===== src/rtl/dep_sb_pkg.sv =====
package dep_sb_pkg;
    localparam int NUM_INT_REGS = 32;
    localparam int NUM_FP_REGS  = 32;

    typedef enum logic [1:0] {
        KIND_PLAIN  = 2'd0,
        KIND_BRANCH = 2'd1,
        KIND_WINDOW = 2'd2,
        KIND_RSVD   = 2'd3
    } instr_kind_e;

    typedef enum logic [1:0] {
        ST_OPEN        = 2'd0,
        ST_BRANCH_WAIT = 2'd1,
        ST_DRAIN       = 2'd2,
        ST_WINDOW_WAIT = 2'd3
    } hold_state_e;
endpackage


===== src/rtl/dep_sb_busy_bank.sv =====
module dep_sb_busy_bank #(
    parameter int NREG      = 32,
    parameter bit ZERO_HARD = 1'b0
) (
    input  logic            clk,
    input  logic            rst_n,
    input  logic [NREG-1:0] set_mask,
    input  logic [NREG-1:0] clr_mask,
    output logic [NREG-1:0] busy
);
    logic [NREG-1:0] keep_mask;
    logic [NREG-1:0] busy_q;

    generate
        if (ZERO_HARD) begin : g_zero
            assign keep_mask = {{(NREG-1){1'b1}}, 1'b0};
        end else begin : g_all
            assign keep_mask = '1;
        end
    endgenerate

    always_ff @(posedge clk) begin
        if (!rst_n) begin
            busy_q <= '0;
        end else begin
            // a set in the same cycle overrides a clear
            busy_q <= ((busy_q & ~clr_mask) | set_mask) & keep_mask;
        end
    end

    assign busy = busy_q;
endmodule


===== src/rtl/dep_sb_inflight.sv =====
module dep_sb_inflight #(
    parameter int MAX_INFLIGHT = 8
) (
    input  logic clk,
    input  logic rst_n,
    input  logic inc,
    input  logic dec,
    output logic zero,
    output logic full
);
    localparam int CW = $clog2(MAX_INFLIGHT + 1);

    logic [CW-1:0] cnt_q;
    logic          dec_ok;

    assign dec_ok = dec && (cnt_q != '0);

    always_ff @(posedge clk) begin
        if (!rst_n) begin
            cnt_q <= '0;
        end else if (inc && !dec_ok) begin
            cnt_q <= cnt_q + CW'(1);
        end else if (dec_ok && !inc) begin
            cnt_q <= cnt_q - CW'(1);
        end
    end

    assign zero = (cnt_q == '0);
    assign full = (cnt_q == CW'(MAX_INFLIGHT));
endmodule


===== src/rtl/dep_sb_hold_fsm.sv =====
module dep_sb_hold_fsm
    import dep_sb_pkg::*;
(
    input  logic        clk,
    input  logic        rst_n,
    input  logic        fire,
    input  instr_kind_e fire_kind,
    input  logic        win_waiting,
    input  logic        inflight_zero,
    input  logic        cmp_valid,
    input  instr_kind_e cmp_kind,
    output logic        gate_open,
    output logic        hold
);
    hold_state_e state_q, state_d;

    always_ff @(posedge clk) begin
        if (!rst_n) state_q <= ST_OPEN;
        else        state_q <= state_d;
    end

    always_comb begin
        state_d = state_q;
        unique case (state_q)
            ST_OPEN: begin
                if (fire && fire_kind == KIND_BRANCH)      state_d = ST_BRANCH_WAIT;
                else if (fire && fire_kind == KIND_WINDOW) state_d = ST_WINDOW_WAIT;
                else if (win_waiting && !fire)             state_d = ST_DRAIN;
            end
            ST_BRANCH_WAIT: begin
                if (cmp_valid && cmp_kind == KIND_BRANCH)  state_d = ST_OPEN;
            end
            ST_DRAIN: begin
                if (inflight_zero)                         state_d = ST_OPEN;
            end
            ST_WINDOW_WAIT: begin
                if (cmp_valid && cmp_kind == KIND_WINDOW)  state_d = ST_OPEN;
            end
        endcase
    end

    always_comb begin
        gate_open = (state_q == ST_OPEN);
        hold      = !gate_open;
    end
endmodule


===== src/rtl/dep_scoreboard.sv =====
module dep_scoreboard
    import dep_sb_pkg::*;
#(
    parameter int MAX_INFLIGHT = 8
) (
    input  logic                    clk,
    input  logic                    rst_n,
    input  logic                    issue_req,
    input  logic [1:0]              issue_kind,
    input  logic [NUM_INT_REGS-1:0] issue_src_int,
    input  logic [NUM_FP_REGS-1:0]  issue_src_fp,
    input  logic [NUM_INT_REGS-1:0] issue_dst_int,
    input  logic [NUM_FP_REGS-1:0]  issue_dst_fp,
    output logic                    issue_ok,
    input  logic                    cmp_valid,
    input  logic [1:0]              cmp_kind,
    input  logic [NUM_INT_REGS-1:0] cmp_dst_int,
    input  logic [NUM_FP_REGS-1:0]  cmp_dst_fp,
    output logic [NUM_INT_REGS-1:0] busy_int,
    output logic [NUM_FP_REGS-1:0]  busy_fp,
    output logic                    ctrl_hold
);
    instr_kind_e req_kind, done_kind;
    logic        data_clear, gate_open, inflight_zero, inflight_full;
    logic        fire, win_waiting;

    assign req_kind  = instr_kind_e'(issue_kind);
    assign done_kind = instr_kind_e'(cmp_kind);

    assign data_clear = ((issue_src_int & busy_int) == '0) &&
                        ((issue_src_fp  & busy_fp)  == '0);

    assign issue_ok = issue_req && gate_open && data_clear && !inflight_full &&
                      (req_kind != KIND_WINDOW || inflight_zero);
    assign fire        = issue_ok;
    assign win_waiting = issue_req && req_kind == KIND_WINDOW;

    dep_sb_busy_bank #(.NREG(NUM_INT_REGS), .ZERO_HARD(1'b1)) u_int_bank (
        .clk      (clk),
        .rst_n    (rst_n),
        .set_mask (fire ? issue_dst_int : '0),
        .clr_mask (cmp_valid ? cmp_dst_int : '0),
        .busy     (busy_int)
    );

    dep_sb_busy_bank #(.NREG(NUM_FP_REGS), .ZERO_HARD(1'b0)) u_fp_bank (
        .clk      (clk),
        .rst_n    (rst_n),
        .set_mask (fire ? issue_dst_fp : '0),
        .clr_mask (cmp_valid ? cmp_dst_fp : '0),
        .busy     (busy_fp)
    );

    dep_sb_inflight #(.MAX_INFLIGHT(MAX_INFLIGHT)) u_inflight (
        .clk   (clk),
        .rst_n (rst_n),
        .inc   (fire),
        .dec   (cmp_valid),
        .zero  (inflight_zero),
        .full  (inflight_full)
    );

    dep_sb_hold_fsm u_hold (
        .clk           (clk),
        .rst_n         (rst_n),
        .fire          (fire),
        .fire_kind     (req_kind),
        .win_waiting   (win_waiting),
        .inflight_zero (inflight_zero),
        .cmp_valid     (cmp_valid),
        .cmp_kind      (done_kind),
        .gate_open     (gate_open),
        .hold          (ctrl_hold)
    );
endmodule


===== config.mk =====
export PLATFORM = sky130hd
export DESIGN_NAME = dep_scoreboard
export DESIGN_NICKNAME = d
export VERILOG_FILES = /design/src/rtl/dep_sb_pkg.sv /design/src/rtl/dep_sb_busy_bank.sv /design/src/rtl/dep_sb_inflight.sv /design/src/rtl/dep_sb_hold_fsm.sv /design/src/rtl/dep_scoreboard.sv
export SDC_FILE = /design/constraint.sdc
export NUM_CORES = 1
export LEC_CHECK = 0
export BUFFER_PORTS_ARGS = -buffer_cell sky130_fd_sc_hd__buf_4
export CAP_MARGIN = 30
export CORE_MARGIN = 4
export CORE_UTILIZATION = 27
export DETAILED_ROUTE_END_ITERATION = 8
export GPL_TIMING_DRIVEN = 0
export PLACE_DENSITY_LB_ADDON = 0.1
export SETUP_SLACK_MARGIN = 0.4
export SLEW_MARGIN = 20
export SYNTH_ARGS = -nofsm -noshare
export SYNTH_HDL_FRONTEND = slang
export SYNTH_SLANG_ARGS = --single-unit

===== constraint.sdc =====
create_clock -name clk -period 5.3 [get_ports clk]
set_input_delay 0.53 -clock clk [delete_from_list [all_inputs] [get_ports clk]]
set_output_delay 0.53 -clock clk [all_outputs]
set_load 0.05 [all_outputs]

### Yosys cells after proc, flatten, opt, wreduce, memory -nomap -nowiden

Index checks and enable logic that the tools add are counted.

| operators by class | value |
|---|---|
| muxes and demuxes | 13 |
| shift-type cells | 0 |
| equal/unequal tests | 13 |
| div/mod/pow operators | 0 |
| multipliers | 0 |
| add/sub/neg operators | 2 |
| $lt $le $gt $ge | 0 |
| bitwise operators | 8 |
| reduce and logical (&&, ||, !) cells | 26 |

Operator list:

| kind | number |
|---|---|
| bitwise AND 32 bit | 4 |
| 2-to-1 mux 32 bit | 4 |
| zero test 32 bit | 2 |
| inverter 32 bit | 2 |
| bitwise OR 32 bit | 2 |
| logical AND 1 bit | 14 |
| 2-to-1 mux 2 bit | 6 |
| equality test 2 bit (second input constant) | 4 |
| 2-to-1 mux 4 bit | 2 |
| one-hot mux 2 bit (4 select lines) | 1 |
| equality test 2 x 1 -> 1 bit (second input constant) | 3 |
| adder 4 x 1 -> 4 bit (second input constant) | 1 |
| equality test 4 bit (second input constant) | 1 |
| zero test 1 bit | 4 |
| zero test 4 bit | 1 |
| inequality test 2 x 1 -> 1 bit (second input constant) | 2 |
| inequality test 2 bit (second input constant) | 2 |
| inequality test 4 x 1 -> 1 bit (second input constant) | 1 |
| AND reduction 4 bit | 1 |
| nonzero test 4 bit | 1 |
| subtractor 4 x 1 -> 4 bit (second input constant) | 1 |
| zero test 2 bit | 1 |
| nonzero test 2 bit | 1 |
| logical OR 1 bit | 1 |

| storage, ports and cells | value |
|---|---|
| memory bits (read-only) | 0 |
| memories kept | 0 |
| output and inout port bits | 66 |
| bits in latches | 0 |
| bits in writable memories | 0 |
| bits of input ports | 200 |
| flip-flop bits (word level) | 70 |

### Logic depth before layout (Yosys ltp)

Gate-level depths: netlist (run 1).

| logic depth | value |
|---|---|
| depth after elaboration | 12 |
| gate-level depth with buffers | 15 |
| gate-level depth less buffers | 14 |

### Hierarchy

From an unflattened synthesis (run 1), not the netlist that was laid out.

| unflattened totals | value |
|---|---|
| cell total of the unflattened synthesis | 525 |
| area, all modules | 4,624.4 um^2 |

Modules (own cells, without submodules):

| module | times used | cells each | area an instance (um^2) | seq. area each (um^2) |
|---|---|---|---|---|
| dep_scoreboard | 1 | 279 | 1,981.9 | 0.0 |
| dep_sb_busy_bank (u_fp_bank) | 1 | 99 | 1,114.8 | 640.6 |
| dep_sb_busy_bank (u_int_bank) | 1 | 98 | 1,092.3 | 620.6 |
| dep_sb_inflight | 1 | 29 | 279.0 | 80.1 |
| dep_sb_hold_fsm | 1 | 20 | 156.4 | 40.0 |

### Least setup slack after synthesis (run 1)

OpenSTA, ideal clock, no wires.

| timing path | value |
|---|---|
| path type | input-to-reg |
| start point | in issue_src_int[23] |
| end point | reg u_inflight.cnt_q[3] |
| cell stages on the path | 14 |
| buffers on the path | 1 |
| arrival time | 3.880 ns |
| setup time | 0.076 ns |
| slack | 1.345 ns |
| cells stage by stage | a22o_1 a221oi_2 nand3_1 or4_4 clkbuf_1 nor2_1 ha_1 inv_1 ha_1 a21o_1 a21oi_1 xnor2_1 or3_1 a21boi_0 |

| between the ends | value |
|---|---|
| cells in the longest elaborated chain, start to end | 9 |

Ends and longest elaborated chain:

| what | RTL line | RTL |
|---|---|---|
| from (decl) | dep_scoreboard.sv:10 | `input logic [NUM_INT_REGS-1:0] issue_src_int,` |
| bitwise AND 32 bit (*) | dep_scoreboard.sv:30 | `assign data_clear = ((issue_src_int & busy_int) == '0) &&` |
| zero test 32 bit (*) | dep_scoreboard.sv:30 |  |
| logical AND 1 bit (*) | dep_scoreboard.sv:30 |  |
| logical AND 1 bit (*) (3 in a row) | dep_scoreboard.sv:33 | `assign issue_ok = issue_req && gate_open && data_clear && !inflight_full &&` |
| net issue_ok | dep_scoreboard.sv:14 | `output logic issue_ok,` |
| zero test 1 bit | dep_sb_inflight.sv:23 | `end else if (dec_ok && !inc) begin` |
| logical AND 1 bit | dep_sb_inflight.sv:23 |  |
| nonzero test 2 bit (no line) | - |  |
| to (signal assigned) | dep_sb_inflight.sv:22 | `cnt_q <= cnt_q + CW'(1);` |
| to (signal assigned) | dep_sb_inflight.sv:24 | `cnt_q <= cnt_q - CW'(1);` |
| to (decl) | dep_sb_inflight.sv:13 | `logic [CW-1:0] cnt_q;` |

The timed path passes the listed nets; every way through them passes the cells marked *.
A chain may end at the register's enable or synchronous reset.

### Worst setup path after layout (run 1)

| timing path | value |
|---|---|
| start point | reg u_int_bank.busy_q[15], in the netlist u_int_bank.busy[15] |
| end point | reg u_inflight.cnt_q[3] |

| between the ends | value |
|---|---|
| cells in the longest elaborated chain, start to end | 9 |

Ends and longest elaborated chain:

| what | RTL line | RTL |
|---|---|---|
| from (decl) | dep_sb_busy_bank.sv:12 | `logic [NREG-1:0] busy_q;` |
| from (signal assigned) | dep_sb_busy_bank.sv:27 | `busy_q <= ((busy_q & ~clr_mask) \| set_mask) & keep_mask;` |
| bitwise AND 32 bit (*) | dep_scoreboard.sv:30 |  |
| zero test 32 bit (*) | dep_scoreboard.sv:30 |  |
| logical AND 1 bit (*) | dep_scoreboard.sv:30 |  |
| logical AND 1 bit (*) (3 in a row) | dep_scoreboard.sv:33 |  |
| zero test 1 bit | dep_sb_inflight.sv:23 |  |
| logical AND 1 bit | dep_sb_inflight.sv:23 |  |
| nonzero test 2 bit (no line) | - |  |

Every way passes the cells marked *; elsewhere a longest branch is shown, timed or not.

==> results of run 1 <==
critical path: stages (launching register included):
cell	delay, ns
dfxtp_1	0.35
a22oi_1	0.39
nand4_1	0.17
or4_4	0.57
clkbuf_1	0.28
nor2_1	0.26
ha_1	0.23
inv_1	0.09
ha_1	0.27
a21o_1	0.17
a21oi_1	0.19
xnor2_1	0.09
or3_1	0.30
a21boi_0	0.15
where the power goes:
part           internal (mW)  switching (mW)
registers              0.697           0.212
clock network          0.326           0.228
logic                  0.946            1.96
total                   1.97            2.40
synth_stat cells, types with 3 or more instances:
| library cell | number | area share |
|---|---|---|
| nand2_1 | 132 | 0.13 |
| nand3_1 | 66 | 0.087 |
| buf_1 | 4 | 0.0040 |
| o21ai_0 | 3 | 0.0040 |
| a21oi_1 | 3 | 0.0040 |
| o31ai_1 | 14 | 0.028 |
| a22o_1 | 3 | 0.0069 |
| buf_6 | 6 | 0.018 |
| ha_1 | 3 | 0.0099 |
| xnor2_1 | 3 | 0.0069 |
| a22oi_1 | 29 | 0.057 |
| clkbuf_1 | 20 | 0.020 |
| buf_2 | 5 | 0.0066 |
| o31ai_2 | 50 | 0.16 |
| nand4_1 | 8 | 0.013 |
| nor2b_1 | 4 | 0.0066 |
| dfxtp_1 | 69 | 0.36 |
logic make-up (layout without fill, tap and decap cells):
kind of cell	count (synthesis)	count (layout)	share of synthesized area
muxes	1	1	0.002638
other	1	1	0.0009882
and+or+nand+nor	226	226	0.2674
AOI/OAI and AO/OA	113	113	0.2908
adders and majority gates	4	4	0.01517
buffers and inverters	38	313	0.05209
DFF	69	69	0.3640
xor gates and xnor gates	3	3	0.006925
routing by layer:
| layer | up-vias | global-route usage | part of all wire |
|---|---|---|---|
| met4 | 0 | 0.05300 | 0.0083 |
| met2 | 181 | 0.3761 | 0.50 |
| met5 | - | 0 | 0 |
| met1 | 2158 | 0.2690 | 0.41 |
| met3 | 10 | 0.06568 | 0.077 |
| li1 | 2206 | - | - |
per-stage QoR:
step / std cells / hold WS (ns) / power [mW]
after floorplan: 455 / 0.4673 / 2.922
after global placement: 895 / 0.4820 / 3.837
after detailed placement: 895 / 0.4848 / 3.861
after CTS: 910 / 0.4391 / 4.422
after global routing: 910 / 0.4473 / 4.629
final: 910 / 0.4505 / 4.366
area by class of cell:
class | instances | area [sq um]
fill | 1406 | 7595
multi-input combinational | 348 | 2216
timing repair buffer | 260 | 1952
sequential | 69 | 1381
clock buffer | 13 | 250.2
tap | 180 | 225.2
buffer | 36 | 190.2
clock inverter | 2 | 10.01
inverter | 2 | 7.507
how the worst max path moves through the flow:
stage,endpoint,depth (start not counted),from,slack [ns]
finish,u_inflight.cnt_q[3],13,u_int_bank.busy[15],1.72
global route,u_inflight.cnt_q[3],13,u_int_bank.busy[15],1.41
global placement,u_inflight.cnt_q[3],14,issue_src_int[15],1.43
detailed placement,u_inflight.cnt_q[3],14,issue_src_int[15],1.39
CTS,u_inflight.cnt_q[3],13,u_int_bank.busy[15],1.67
floorplan,u_inflight.cnt_q[3],14,issue_src_int[23],1.34
state kept, by name, indices dropped and copies added, names as in the netlist:
signal and cells:
u_fp_bank.busy 32, u_hold.state_q 2, u_inflight.cnt_q 4, u_int_bank.busy 31
==> metrics, run 1 <==
Rel. slew slack=0.5169; FFs w/ async S/R, synth=0; Setup Skew=0.007604 ns; post-route ant nets=0; row count=43; num ports=266; RR Endpoint=u_inflight.cnt_q[3]; Total GRT Usage=0.2190; first-pass GRT wire length=around 27000 um; Die Width=between 100 and 150 um; Port Buffers=260; TritonCTS buffer count=9; pre-CTS setup slack=1.394 ns; Critical Path AT=approximately 3.8 ns; most frequent cells in the layout=buf_4 (261), nand2_1 (132), dfxtp_1 (69); Max Clk Rate=between 200 and 300 MHz; Pins Over Slew Limit=0; Nets=930; worst min-delay path class=in2reg; flop2flop setup slack=roughly 1.7 ns; required time of the critical path=~5.6 ns; post-DP HPWL=between 10000 and 15000 um; Longest Clk Path Bufs=2; crit start category=flop; Distinct cells, synth=44; Mapped Area=3795 sq um; Final Worst Setup Slack=between 1.5 and 2 ns; total clock sinks=69; GR Overflow Total=0; setup TNS=0 ns; Max Cap Viol=0; EDFF count, synth=0; Hold Vio Cnt, Final=0; layout cells sized above 1=0.4644; largest net degree at the start of global routing=11; status=complete, no violations; Post-DP Area=5972 sq um; Die ar.=16020 sq um; CTS tree=done; syn_area_per_cell=around 8.3 sq um; Core Util, Final=0.4507; worst vdd ir=about 0.38 mV; commonest non-fill, non-tap cell in the layout=buf_4; Main synth FF type=dfxtp_1; WL per Instance=~20 um; Final min period=approximately 3.6 ns; CTS resizes=0; Pwr per Cell Area=700.6 nW/um^2; number of global-route vias before repair=approximately 4.8k; Finished Cell Area=between 6000 and 7000 sq um; DRC Markers=0; Register-to-Register Path Depth=13; Die Y=between 100 and 150 um; Placer Congestion=just under 0.9; Clock Latency Late Sink=between 0.3 and 0.4 ns; hold path start=issue_dst_fp[28]; post-synthesis sequential area ratio=0.3640; Post-CTS Setup Inserts=0; syn nets=approximately 660; Min-Delay Endpoint=u_fp_bank.busy[28]; static leakage power=roughly 2.8 nW; Syn. warnings=0; CP Max Fanout=10; # setup viols final=0; 1st-pass router iterations=4; Clock Root Buffer=clkbuf_16; initial core utilization=0.2745; DR iter-0 viols=~210; Clock transition at path regs=0.06 ns; Core ar.=around 14000 sq um; Worst-Margin Slew=0.7246 ns; Hold Path Stages=3; RSZ-0062 raised after global routing=no; post-synthesis sequential element count=between 60 and 70; CTS Hold Bufs=0; Final Routed Wirelength=around 18000 um; reg2reg start=u_int_bank.busy[15]; initial antenna violation count=0; total number of vias=between 4k and 5k; Cells after Synth=around 460; diode count=0; # H-tree levels=3; final worst-path cycle share=0.6758; Layout area overhead=64.23%; crit end category=flop; Vias per Instance=~5.0; Setup Crit Path Kind=reg2reg
Power figures use the tool's default switching activity.
==> inputs of run 2 (changes only) <==
- ABC_AREA: not set -> 1
- clock period: 5.3 -> 3.7 ns (I/O delays scaled with it)
==> run 2 against run 1 <==
Effect of this change: synthesized area grew 1.6%; sequential cell count is the same; clock-buffer cell count is the same; fmax grew 20%; critical path type unchanged; largest cell class unchanged; largest power group unchanged.
==> metrics, run 2 <==
post-route ant nets=0; Die Width=between 100 and 150 um; Longest Clk Path Bufs=2; crit end category=flop; biggest area consumer among synthesized cells=dfxtp_1; Max Clk Rate=roughly 340 MHz; # H-tree levels=3; WL per Instance=16.07 um; Main synth FF type=dfxtp_1; row count=43; 1st-pass router iterations=4; Clock Root Buffer=clkbuf_16; Buffers & Inverters on Critical Path=3; largest cells by area after synthesis=dfxtp_1 (36%), nand2_1 (27%), a21oi_2 (9.5%); first-pass GRT wire length=~25000 um; Max Cap Viol=0; syn nets=~780; Overall Power=approximately 4.7 mW; EDFF count, synth=0; flop2flop setup slack=a little over 0.7 ns; num ports=between 200 and 300; CTS Hold Bufs=0; Vias per Instance=4.519; setup TNS=0 ns; worst vdd ir=0.3031 mV; Critical Path AT=3.19 ns; Nets=roughly 1.1k; initial antenna violation count=0; Clock transition at path regs=~0.05 ns; Port Buffers=between 200 and 300; post-synthesis sequential element count=~70; syn_area_per_cell=~6.7 sq um; Die Y=around 130 um; Register-to-Register Path Depth=20; Placer Congestion=just under 0.9; Die ar.=roughly 16000 sq um; Final min period=2.974 ns; diode count=0; most frequent cells in the layout=nand2_1 (278), buf_4 (264), dfxtp_1 (69); Layout area overhead=63.81%; total number of vias=about 4.7k; crit path cell chain=nand2_1, nand2_1, nor2_1, nand2_1, nor3_1, nand2_1, nor3b_2, buf_6, buf_12, ha_1, inv_1, ha_1, nand2_1, nand2_1, a21oi_1, nor2_1, nor2_1, nand2_1, o21ai_0, a21oi_1; # setup viols final=0; Fill cells=about 1.5k; Syn. warnings=0; Pins Over Slew Limit=0; status=complete, no violations; DR iter-0 viols=180; post-DP HPWL=about 14000 um; layout cells sized above 1=0.4401; Core ar.=13930 sq um; top-count cell post-synth=nand2_1; post-synthesis sequential area ratio=0.3583; met2 WL=approximately 8100 um; largest net degree at the start of global routing=12; CTS tree=done; DRC Markers=0; most common library cells after synthesis=nand2_1 (278), dfxtp_1 (69), nand2_2 (44), a21oi_2 (42), nor2_1 (38); FFs w/ async S/R, synth=0; DR top layer=met4; RSZ-0062 raised after global routing=no; commonest non-fill, non-tap cell in the layout=nand2_1; FF/Latch Area=~1400 sq um; Crit path depth=20; CP max stage delay=~0.32 ns; Mapped Area=just under 4000 sq um; M1 wire length=between 6000 and 7000 um; Largest delay share family, worst path=simple AND/OR/NAND/NOR gates; Routed met3 length=~1500 um; CP Max Fanout=11; initial core utilization=0.2766; number of global-route vias before repair=roughly 4.9k; critical path's slowest cell=dfxtp_1; Clock Latency Late Sink=between 0.3 and 0.4 ns; total clock sinks=69; Hold Path Stages=3; static leakage power=about 3.1 nW; Worst-Margin Slew=slightly above 0.8 ns; crit start category=flop; Distinct cells, synth=28; Total GRT Usage=0.1997; final worst-path cycle share=0.8037; Pwr per Cell Area=741.8 nW/um^2; area of the multi-input gates=2220 sq um; Rel. slew slack=0.4616; required time of the critical path=roughly 3.9 ns; Cells after Synth=between 500 and 600; top cell type's share of synthesized area=0.3583; CP most frequent cell=nand2_1; Setup Crit Path Kind=reg2reg; max reg flops=32; Setup Skew=between 0.005 and 0.006 ns; Final Routed Wirelength=~17000 um; worst min-delay path class=in2reg; TritonCTS buffer count=9; Hold Vio Cnt, Final=0; GR Overflow Total=0
[run 2: cell families after synthesis]
family | Yosys count | synth area share
and+or+nand+nor | 382 | 0.4158
AOI/OAI and AO/OA | 77 | 0.1418
DFF | 69 | 0.3583
buffers and inverters | 40 | 0.06589
adders and majority gates | 4 | 0.01493
xor gates and xnor gates | 1 | 0.002272
other | 1 | 0.0009728
[run 2: metrics by stage]
stage                       util  cell area (sq um)  setup WS, ns  hold slack, ns  std cells
final                     0.4532               6315        0.7263          0.2844       1032
after global routing      0.4532               6315        0.4786          0.2769       1032
after CTS                 0.4521               6300        0.5555          0.2708       1030
after detailed placement  0.4334               6040        0.3828          0.4727       1015
after global placement    0.4334               6040        0.5252          0.4677       1015
after floorplan                -               3855        0.8897          0.4770        574
[run 2: what timing repair did]
item | CTS | global route
endpoints found under the setup margin | 0 | 1
gates resized for setup | 0 | 0
setup buffers | 0 | 2
[run 2: path summary, 6_finish.rpt]
| path | start | end |
|---|---|---|
| hold / removal | issue_dst_int[17] | u_int_bank.busy[17] |
| setup reg to reg | u_int_bank.busy[24] | u_inflight.cnt_q[3] |
| setup / recovery | u_int_bank.busy[24] | u_inflight.cnt_q[3] |
| hold reg to reg | u_fp_bank.busy[26] | u_fp_bank.busy[26] |
[run 2: area by class of cell]
cell class / instances / area share
Buffer: 22 / 0.02952
Sequential cell: 69 / 0.2187
Multi-Input combinational cell: 465 / 0.3515
Inverter: 18 / 0.01070
Clock inverter: 2 / 0.001585
Timing Repair Buffer: 263 / 0.3127
Clock buffer: 13 / 0.03963
Tap cell: 180 / 0.03566
[run 2: per-layer routing]
metal	global-route usage	vias to the layer above
li1	-	2352
met1	0.2322	2086
met2	0.3425	197
met3	0.05853	29
met4	0.08202	0
met5	0	-
[run 2: power by group]
part           total [mW]  leakage, nW  internal, mW  switching (mW)
combinational        2.81         2.44          1.07            1.73
clock               0.782        0.129         0.466           0.316
sequential           1.09        0.560         0.939           0.154
total                4.68         3.13          2.48            2.21
[run 2: worst reg2reg max path, cell delays in order (launching register included)]
cell	delay, ns
dfxtp_1	0.32
nand2_1	0.16
nand2_1	0.08
nor2_1	0.18
nand2_1	0.07
nor3_1	0.16
nand2_1	0.12
nor3b_2	0.19
buf_6	0.14
buf_12	0.14
ha_1	0.20
inv_1	0.10
ha_1	0.29
nand2_1	0.07
nand2_1	0.05
a21oi_1	0.17
nor2_1	0.07
nor2_1	0.09
nand2_1	0.07
o21ai_0	0.15
a21oi_1	0.06
